===== config.mk =====
export PLATFORM = sky130hd
export DESIGN_NAME = soft_lock_ctrl
export DESIGN_NICKNAME = d
export VERILOG_FILES = /design/src/rtl/slc_pkg.sv /design/src/rtl/slc_wr_detect.sv /design/src/rtl/slc_cmd_fsm.sv /design/src/rtl/slc_lock_bank.sv /design/src/rtl/soft_lock_ctrl.sv
export SDC_FILE = /design/constraint.sdc
export NUM_CORES = 1
export LEC_CHECK = 0
export CORE_MARGIN = 8
export CORE_UTILIZATION = 34
export DETAILED_ROUTE_END_ITERATION = 8
export GPL_TIMING_DRIVEN = 0
export PLACE_DENSITY = 0.78
export SLEW_MARGIN = 20
export SYNTH_ARGS = -nofsm -noshare
export SYNTH_HDL_FRONTEND = slang
export SYNTH_SLANG_ARGS = --single-unit

===== constraint.sdc =====
create_clock -name clk -period 1.5 [get_ports clk]
set_input_delay 0.15 -clock clk [delete_from_list [all_inputs] [get_ports clk]]
set_output_delay 0.15 -clock clk [all_outputs]
set_load 0.005 [all_outputs]

===== src/rtl/slc_pkg.sv =====
package slc_pkg;

    localparam logic [7:0] OP_PROTECT = 8'h0F;
    localparam logic [7:0] OP_STATUS  = 8'h70;
    localparam logic [7:0] ACT_SET1   = 8'h01;
    localparam logic [7:0] ACT_CLR1   = 8'hD0;
    localparam logic [7:0] ACT_SETALL = 8'h02;
    localparam logic [7:0] ACT_CLRALL = 8'hD1;
    localparam int         SR_READY   = 7;
    localparam int         SR_LOCKED  = 1;

    typedef enum logic [1:0] {
        M_ARRAY  = 2'd0,
        M_LOCK2  = 2'd1,
        M_STAT2  = 2'd2,
        M_STATUS = 2'd3
    } mode_e;

    typedef enum logic [2:0] {
        LK_NONE   = 3'd0,
        LK_SET1   = 3'd1,
        LK_CLR1   = 3'd2,
        LK_SETALL = 3'd3,
        LK_CLRALL = 3'd4
    } lk_kind_e;

    function automatic lk_kind_e decode_action(input logic [7:0] code);
        case (code)
            ACT_SET1:   return LK_SET1;
            ACT_CLR1:   return LK_CLR1;
            ACT_SETALL: return LK_SETALL;
            ACT_CLRALL: return LK_CLRALL;
            default:    return LK_NONE;
        endcase
    endfunction

    function automatic mode_e first_cycle(input logic [7:0] code);
        case (code)
            OP_PROTECT: return M_LOCK2;
            OP_STATUS:  return M_STAT2;
            default:    return M_ARRAY;
        endcase
    endfunction

endpackage


===== src/rtl/slc_wr_detect.sv =====
module slc_wr_detect (
    input  logic clk,
    input  logic rst,
    input  logic ce_n,
    input  logic we_n,
    input  logic accept,
    output logic stb
);
    logic we_q;

    always_ff @(posedge clk) begin
        if (rst) we_q <= 1'b1;
        else     we_q <= we_n;
    end

    assign stb = we_n & ~we_q & ~ce_n & accept;
endmodule


===== src/rtl/slc_cmd_fsm.sv =====
module slc_cmd_fsm
    import slc_pkg::*;
#(
    parameter int BLK_W = 3
) (
    input  logic             clk,
    input  logic             clr,
    input  logic             stb,
    input  logic [7:0]       code,
    input  logic [BLK_W-1:0] blk,
    output mode_e            mode,
    output logic [BLK_W-1:0] sel,
    output lk_kind_e         lk_kind
);
    mode_e            mode_q;
    logic [BLK_W-1:0] sel_q;
    lk_kind_e         act;

    assign act     = decode_action(code);
    assign lk_kind = (stb && mode_q == M_LOCK2) ? act : LK_NONE;
    assign mode    = mode_q;
    assign sel     = sel_q;

    always_ff @(posedge clk) begin
        if (clr) begin
            mode_q <= M_ARRAY;
            sel_q  <= '0;
        end else if (stb) begin
            case (mode_q)
                M_LOCK2: begin
                    if (act != LK_NONE) begin
                        mode_q <= M_STATUS;
                        sel_q  <= blk;
                    end else begin
                        mode_q <= M_ARRAY;
                    end
                end
                M_STAT2: begin
                    mode_q <= M_STATUS;
                    sel_q  <= blk;
                end
                default: mode_q <= first_cycle(code);
            endcase
        end
    end
endmodule


===== src/rtl/slc_lock_bank.sv =====
module slc_lock_bank
    import slc_pkg::*;
#(
    parameter int NBLK  = 8,
    parameter int BLK_W = 3
) (
    input  logic             clk,
    input  logic             clr,
    input  lk_kind_e         lk_kind,
    input  logic [BLK_W-1:0] blk,
    input  logic             wp_n,
    input  logic             rp_n,
    input  logic             vpp_low,
    output logic [NBLK-1:0]  lock_q,
    output logic [NBLK-1:0]  wr_ok
);
    for (genvar i = 0; i < NBLK; i++) begin : g_blk
        logic hit;
        assign hit = (blk == BLK_W'(i));

        always_ff @(posedge clk) begin
            if (clr) begin
                lock_q[i] <= 1'b1;
            end else begin
                case (lk_kind)
                    LK_SETALL: lock_q[i] <= 1'b1;
                    LK_CLRALL: lock_q[i] <= 1'b0;
                    LK_SET1:   if (hit) lock_q[i] <= 1'b1;
                    LK_CLR1:   if (hit) lock_q[i] <= 1'b0;
                    default:   ;
                endcase
            end
        end

        assign wr_ok[i] = rp_n & ~vpp_low & ~(lock_q[i] & ~wp_n);
    end
endmodule


===== src/rtl/soft_lock_ctrl.sv =====
module soft_lock_ctrl
    import slc_pkg::*;
#(
    parameter int NBLK   = 8,
    parameter int ADDR_W = 20,
    parameter int DATA_W = 16
) (
    input  logic              clk,
    input  logic              rst,
    input  logic              ce_n,
    input  logic              we_n,
    input  logic              oe_n,
    input  logic              rp_n,
    input  logic              wp_n,
    input  logic              vpp_low,
    input  logic [ADDR_W-1:0] addr,
    input  logic [DATA_W-1:0] din,
    output logic [DATA_W-1:0] dout,
    output logic              dout_en,
    output logic [NBLK-1:0]   wr_ok
);
    localparam int BLK_W = (NBLK > 1) ? $clog2(NBLK) : 1;

    logic             clr;
    logic             stb;
    logic [BLK_W-1:0] blk;
    logic [BLK_W-1:0] sel;
    mode_e            mode;
    lk_kind_e         lk_kind;
    logic [NBLK-1:0]  lock_q;

    assign clr = rst | ~rp_n;
    assign blk = addr[ADDR_W-1 -: BLK_W];

    slc_wr_detect u_wr (
        .clk    (clk),
        .rst    (rst),
        .ce_n   (ce_n),
        .we_n   (we_n),
        .accept (rp_n & ~vpp_low),
        .stb    (stb)
    );

    slc_cmd_fsm #(.BLK_W(BLK_W)) u_fsm (
        .clk     (clk),
        .clr     (clr),
        .stb     (stb),
        .code    (din[7:0]),
        .blk     (blk),
        .mode    (mode),
        .sel     (sel),
        .lk_kind (lk_kind)
    );

    slc_lock_bank #(.NBLK(NBLK), .BLK_W(BLK_W)) u_bank (
        .clk     (clk),
        .clr     (clr),
        .lk_kind (lk_kind),
        .blk     (blk),
        .wp_n    (wp_n),
        .rp_n    (rp_n),
        .vpp_low (vpp_low),
        .lock_q  (lock_q),
        .wr_ok   (wr_ok)
    );

    always_comb begin
        dout    = '0;
        dout_en = 1'b0;
        if (mode == M_STATUS && !ce_n && !oe_n && rp_n) begin
            dout_en             = 1'b1;
            dout[SR_READY]      = 1'b1;
            dout[SR_LOCKED]     = lock_q[sel] & ~wp_n;
        end
    end
endmodule


# Yosys cells after proc, flatten, opt, wreduce, memory -nomap -nowiden
# Cells that the tools add are included.
dict set report totals {
  word_cells 138
  output_inout_bits 25
  ff_bits 14
}
dict set report op_classes {
  n_lt_le_gt_ge 1
  reduce_logical 19
  n_eq_ne 37
  mux 35
  bitwise_logic 35
}
# cell n
set ops {}
lappend ops {{2-bit by 1-bit inequality test with 1-bit output, second input constant} 16}
lappend ops {{1-bit case mux with 4 select lines} 8}
lappend ops {{3-bit AND reduction} 9}
lappend ops {{1-bit bitwise AND} 21}
lappend ops {{1-bit two-way mux} 19}
lappend ops {{8-bit equality test, second input constant} 2}
lappend ops {{3-bit equality test, second input constant} 5}
lappend ops {{1-bit inverter} 13}
lappend ops {{3-bit by 2-bit equality test with 1-bit output, second input constant} 4}
lappend ops {{3-bit case mux with 4 select lines} 1}
lappend ops {{8-bit by 1-bit equality test with 1-bit output, second input constant} 1}
lappend ops {{8-bit by 2-bit equality test with 1-bit output, second input constant} 1}
lappend ops {{8-bit by 4-bit equality test with 1-bit output, second input constant} 1}
lappend ops {{8-bit by 7-bit equality test with 1-bit output, second input constant} 1}
lappend ops {{2-bit case mux with 2 select lines} 2}
lappend ops {{3-bit by 1-bit equality test with 1-bit output, second input constant} 2}
lappend ops {{3-bit two-way mux} 2}
lappend ops {{3-bit case mux with 2 select lines} 1}
lappend ops {{2-bit equality test, second input constant} 2}
lappend ops {{1-bit logical AND} 4}
lappend ops {{3-bit by 4-bit less-than comparator with 1-bit output, second input constant} 1}
lappend ops {{4-bit nonzero test} 1}
lappend ops {{1-bit binary-select mux with 3-bit select} 1}
lappend ops {{3-bit zero test} 1}
lappend ops {{7 further kinds} 8}

# Longest topological paths before layout
# Gate-level depths: netlist of the first run.
dict set report depth {
  word_depth 9
  depth_mapped 5
  ltp_nobuf 5
}

# Modules after synthesis
# Synthesis of the first run repeated with hierarchy kept, for this count alone.
dict set report unflattened {
  cells_unflattened 144
  hier_area_um2 1176.1
}
# mod cells_per_inst area_each_um2 n_inst
set by_module_without_submodules {}
lappend by_module_without_submodules {slc_lock_bank 56 479.2 1}
lappend by_module_without_submodules {slc_cmd_fsm 57 442.9 1}
lappend by_module_without_submodules {soft_lock_ctrl 28 215.2 1}
lappend by_module_without_submodules {slc_wr_detect 3 38.8 1}

# Worst setup path after synthesis of the first run
# No wires, ideal clock.
dict set report synth_path {
  path_kind {reg2reg}
  start {register u_fsm.mode_q[1], in the netlist u_fsm.mode[1]}
  end {register u_bank.lock_q[3]}
  arrival_ns 1.314
  path_buffers 0
  path_slack_ns 0.067
  path_stages_with_launch 6
  required_time_ns 1.381
  synth_period_minus_slack_ns 1.433
  cell_sequence {dfxtp_1 -> inv_1 -> ha_1 -> a311oi_1 -> a31oi_4 -> o221a_2}
}
dict set report synth_between {
  elab_chain_cells 6
  word_cells_on_any_way 12
  classes_between {7 x eq/ne; 2 x mux; 3 x reduce/logical}
}
# element line
set synth_lines {}
lappend synth_lines {{start: declaration} slc_cmd_fsm.sv:15} ;# mode_e mode_q;
lappend synth_lines {{start signal: assignment} slc_cmd_fsm.sv:42} ;# default: mode_q <= first_cycle(code);
lappend synth_lines {{2-bit by 1-bit equality test with 1-bit output *} --}
lappend synth_lines {{1-bit logical AND *} slc_cmd_fsm.sv:20} ;# assign lk_kind = (stb && mode_q == M_LOCK2) ? act : LK_NONE;
lappend synth_lines {{3-bit two-way mux *} slc_cmd_fsm.sv:20}
lappend synth_lines {{3-bit by 2-bit equality test with 1-bit output, or another cell as far along} slc_lock_bank.sv:25} ;# case (lk_kind)
lappend synth_lines {{2-bit by 1-bit inequality test with 1-bit output (no source line) or 4-bit nonzero test (tied branches)} --}
lappend synth_lines {{3-bit AND reduction (no source line)} --}
lappend synth_lines {{end signal: indexed assignment} slc_lock_bank.sv:26} ;# LK_SETALL: lock_q[i] <= 1'b1;
lappend synth_lines {{end signal: indexed assignment} slc_lock_bank.sv:27} ;# LK_CLRALL: lock_q[i] <= 1'b0;
lappend synth_lines {{end signal: indexed assignment} slc_lock_bank.sv:28} ;# LK_SET1: if (hit) lock_q[i] <= 1'b1;
lappend synth_lines {{end: declaration} slc_lock_bank.sv:14} ;# output logic [NBLK-1:0] lock_q,
# Mark *: on every way between the ends. The rest lies on a longest branch, timed or not.
# A chain may end at the register's enable or synchronous reset.

# Final worst setup path of the first run
dict set report layout_path {
  start {register u_fsm.sel_q[1], in the netlist u_fsm.sel[1]}
  end {output port dout[1]}
}
dict set report layout_between {
  elab_chain_cells 4
}
# element line
set layout_lines {}
lappend layout_lines {{start: declaration} slc_cmd_fsm.sv:16} ;# logic [BLK_W-1:0] sel_q;
lappend layout_lines {{start signal: assignment} slc_cmd_fsm.sv:33} ;# sel_q <= blk;
lappend layout_lines {{start signal: assignment} slc_cmd_fsm.sv:40} ;# sel_q <= blk;
lappend layout_lines {{1-bit binary-select mux with 3-bit select} soft_lock_ctrl.sv:73} ;# dout[SR_LOCKED] = lock_q[sel] & ~wp_n;
lappend layout_lines {{1-bit two-way mux (implied by the code)} soft_lock_ctrl.sv:73}
lappend layout_lines {{1-bit bitwise AND} soft_lock_ctrl.sv:73}
lappend layout_lines {{1-bit two-way mux} soft_lock_ctrl.sv:70} ;# if (mode == M_STATUS && !ce_n && !oe_n && rp_n) begin
lappend layout_lines {{end: declaration} soft_lock_ctrl.sv:18} ;# output logic [DATA_W-1:0] dout,
# Every way passes these cells. The select of a mux whose other input is x is not followed.

==> results of run 1 <==
-- per-layer routing --
layer | global-route usage (%) | up-vias
li1 | - | 585
met1 | 13.0 | 544
met2 | 20.7 | 44
met3 | 2.00 | 4
met4 | 3.91 | 0
met5 | 0 | -
-- logic make-up after synthesis --
kind of cell / share of synthesized area, %
other: 0.319
AND/OR/NAND/NOR: 28.8
adder cells (fa/ha/maj): 3.20
flip-flops: 23.9
multiplexers: 7.24
buffers and inverters: 14.7
AO/OA/AOI/OAI: 21.9
-- sequential cells by signal, indices dropped and copies added, names as in the netlist --
signal / flops
u_bank.lock_q: 8
u_fsm.sel: 3
u_fsm.mode: 2
u_wr.we_q: 1
-- power breakdown --
| part | internal [W] | total [W] | switching (W) |
|---|---|---|---|
| clock network | 0.0000932 | 0.000226 | 0.000133 |
| registers | 0.000373 | 0.000374 | 0.00000135 |
| logic | 0.000105 | 0.000212 | 0.000107 |
| total | 0.000571 | 0.000813 | 0.000242 |
-- critical path: stages, from the launching register on --
cell	delay (ns)
dfxtp_2	0.35
mux4_2	0.50
mux2i_1	0.14
nor2_1	0.05
buf_2	0.12
-- cells in the final DEF, fill, tap and decap left out, types with 3 or more instances in the layout --
master,instances
buf_6,7
or4_1,6
clkdlybuf4s50_1,7
mux2i_1,4
nor3_1,4
dfxtp_2,4
nor2_1,13
inv_1,7
clkbuf_4,3
nand2_1,8
ha_4,3
conb_1,14
o221a_2,8
buf_4,24
dlygate4sd2_1,17
a21oi_1,10
dfxtp_1,10
-- layout make-up --
type	count	area, µm²
timing repair buffer	39	349
buffer	19	151
clock buffer	3	22.5
tap	46	57.6
inverter	9	37.5
multi-input combinational	106	885
fill	315	1550
sequential	14	285
-- worst min-delay path by stage --
stage / slack (ns) / endpoint
6_report: 0.18 / u_fsm.sel[1]
5_1_grt: 0.21 / u_fsm.sel[1]
4_1_cts: 0.18 / u_fsm.sel[1]
3_5_place_dp: 0.46 / u_fsm.sel[2]
3_3_place_gp: 0.46 / u_fsm.sel[2]
2_1_floorplan: 0.25 / u_wr.we_q
-- through the flow --
stage | power (W) | hold WS (ns) | cell area (µm²) | setup WS, ns | instances
after floorplan | 0.000488 | 0.254 | 1220 | 0.0672 | 148
after global placement | 0.000582 | 0.463 | 1560 | -0.653 | 222
after detailed placement | 0.000585 | 0.463 | 1560 | -0.661 | 222
after CTS | 0.000802 | 0.180 | 1710 | -0.110 | 236
after global routing | 0.000845 | 0.209 | 1790 | -0.166 | 236
final | 0.000813 | 0.179 | 1790 | -0.0950 | 236
-- timing repair --
item | in CTS | in global routing
buffers inserted | 11 | 0
endpoints found under the setup margin | 24 | 15
resized for setup | 49 | 13
pin swaps | 9 | 6
==> out/metrics.cfg, run 1 <==
[outcome]
status=complete, but fails checks
violations=negative setup slack

[die]
num_rows=21
dieHeight_um=74.8
die_width_um=74.8
core_um2=3340
die_area_um2=5590
pin_count=69
initial_core_util_pct=35.2

[global_routing]
grt_max_degree=11
grt_pass1_vias=1166
grt_use_total_pct=11.4
grt_remaining_overflow=0
antenna_found_initial=0
grt_pass1_wl_um=5040

[critical_path]
arrival_ns=1.44
start_kind=flip-flop
rr_startpoint=u_fsm.mode[1]
crit_required_ns=1.35
worst-path-max-fanout=2
timing.critical_path.to=dout[1]
r2r_cells=6
r2r-end=u_bank.lock_q[5]
critical_path_class=flip-flop to output pin
end_kind=output pin
crit_start=u_fsm.sel[1]
reg2reg_slack_ns=-0.05

[sta]
hold_violations=0
setup_viol=9
fin_crit_sh_pct=106
max_freq_mhz=627
finalCriticalPeriod_ns=1.59
clock_skew_ns=0.00400
rsz0062_at_grt=yes
tns_ns=-0.392
report.final.slew_viol_count=0
worst_slack_ns=-0.0950

[drt]
drtIter0Drc=69
wl_um=3290
wl_met2_um=1760
dr.pass1.iters=4
routed_via_density=4.99
drtAntennaViolNets=0
vias=1177
wl_per_cell_um=13.9
met3_wirelength_um=195
drc=0
wl_met1_um=1300
route.top_layer_used=met4

[yosys]
ys_seq_area_share_pct=23.9
synthCells=135
yosys.cell_count.top_type=buf_4
netlist.area_leader.share_pct=23.9
synth_top_flop_cell=dfxtp_1
netlist_area_um2=1170
synth_area_leaders=dfxtp_1 24%, buf_4 9.6%, o221a_2 7.7%
ys_warn_count=0
async_flop_share_pct=0
synth_edf_count=0
syn_avg_cell_area_um2=8.70
synth_top_area_cell=dfxtp_1
ys_types=44
synth_commonest_cells=15 x buf_4, 14 x dfxtp_1, 13 x nor2_1
synth-seq-cells=14

[cts]
htree_num_levels=1
tritoncts=built
clk_latency_ns=0.28
cts_made_buffers=3
cts_sinks=14
root_buffer=clkbuf_4
cts_hold_buf=0
clk_pin_slew_worst_paths_ns=0.09
clock_path_buffers=2

[finish]
layout-drive-gt1-share_pct=38.4
fin_util_pct=53.6
antenna_cells=0
num-nets-final=239
synthToLayoutAreaGrowth_pct=52.2

[job]
maxCapViolCount=0

[placement]
place_congestion=0.845
dp_hpwl_um=2340
portBuffers=28

[min_path]
hold_path.class=input pin to flip-flop
holdPathStages=3
hold_start=addr[18]

[power_and_ir_drop]
p_leak_nw=0.747
vdd_drop_max_mv=0.243
power.density_nw_per_um2=454

Note: power is estimated with default switching activity, not from simulation.
==> run 2: changes to the inputs <==
--- a/config.mk
+++ b/config.mk
@@ -5,12 +5,12 @@
 export SDC_FILE = /design/constraint.sdc
 export NUM_CORES = 1
 export LEC_CHECK = 0
+export CAP_MARGIN = 20
 export CORE_MARGIN = 8
 export CORE_UTILIZATION = 34
 export DETAILED_ROUTE_END_ITERATION = 8
 export GPL_TIMING_DRIVEN = 0
 export PLACE_DENSITY = 0.78
-export SLEW_MARGIN = 20
 export SYNTH_ARGS = -nofsm -noshare
 export SYNTH_HDL_FRONTEND = slang
 export SYNTH_SLANG_ARGS = --single-unit
==> results of run 2 <==
The final DEF is identical to that of run 1; final timing and power are the same.
==> run 3: changes to the inputs <==
--- a/config.mk
+++ b/config.mk
@@ -5,6 +5,7 @@
 export SDC_FILE = /design/constraint.sdc
 export NUM_CORES = 1
 export LEC_CHECK = 0
+export ABC_CLOCK_PERIOD_IN_PS = 1500
 export CAP_MARGIN = 20
 export CORE_MARGIN = 8
 export CORE_UTILIZATION = 34
==> results of run 3 <==
The final DEF is identical to that of run 1; final timing and power are the same.
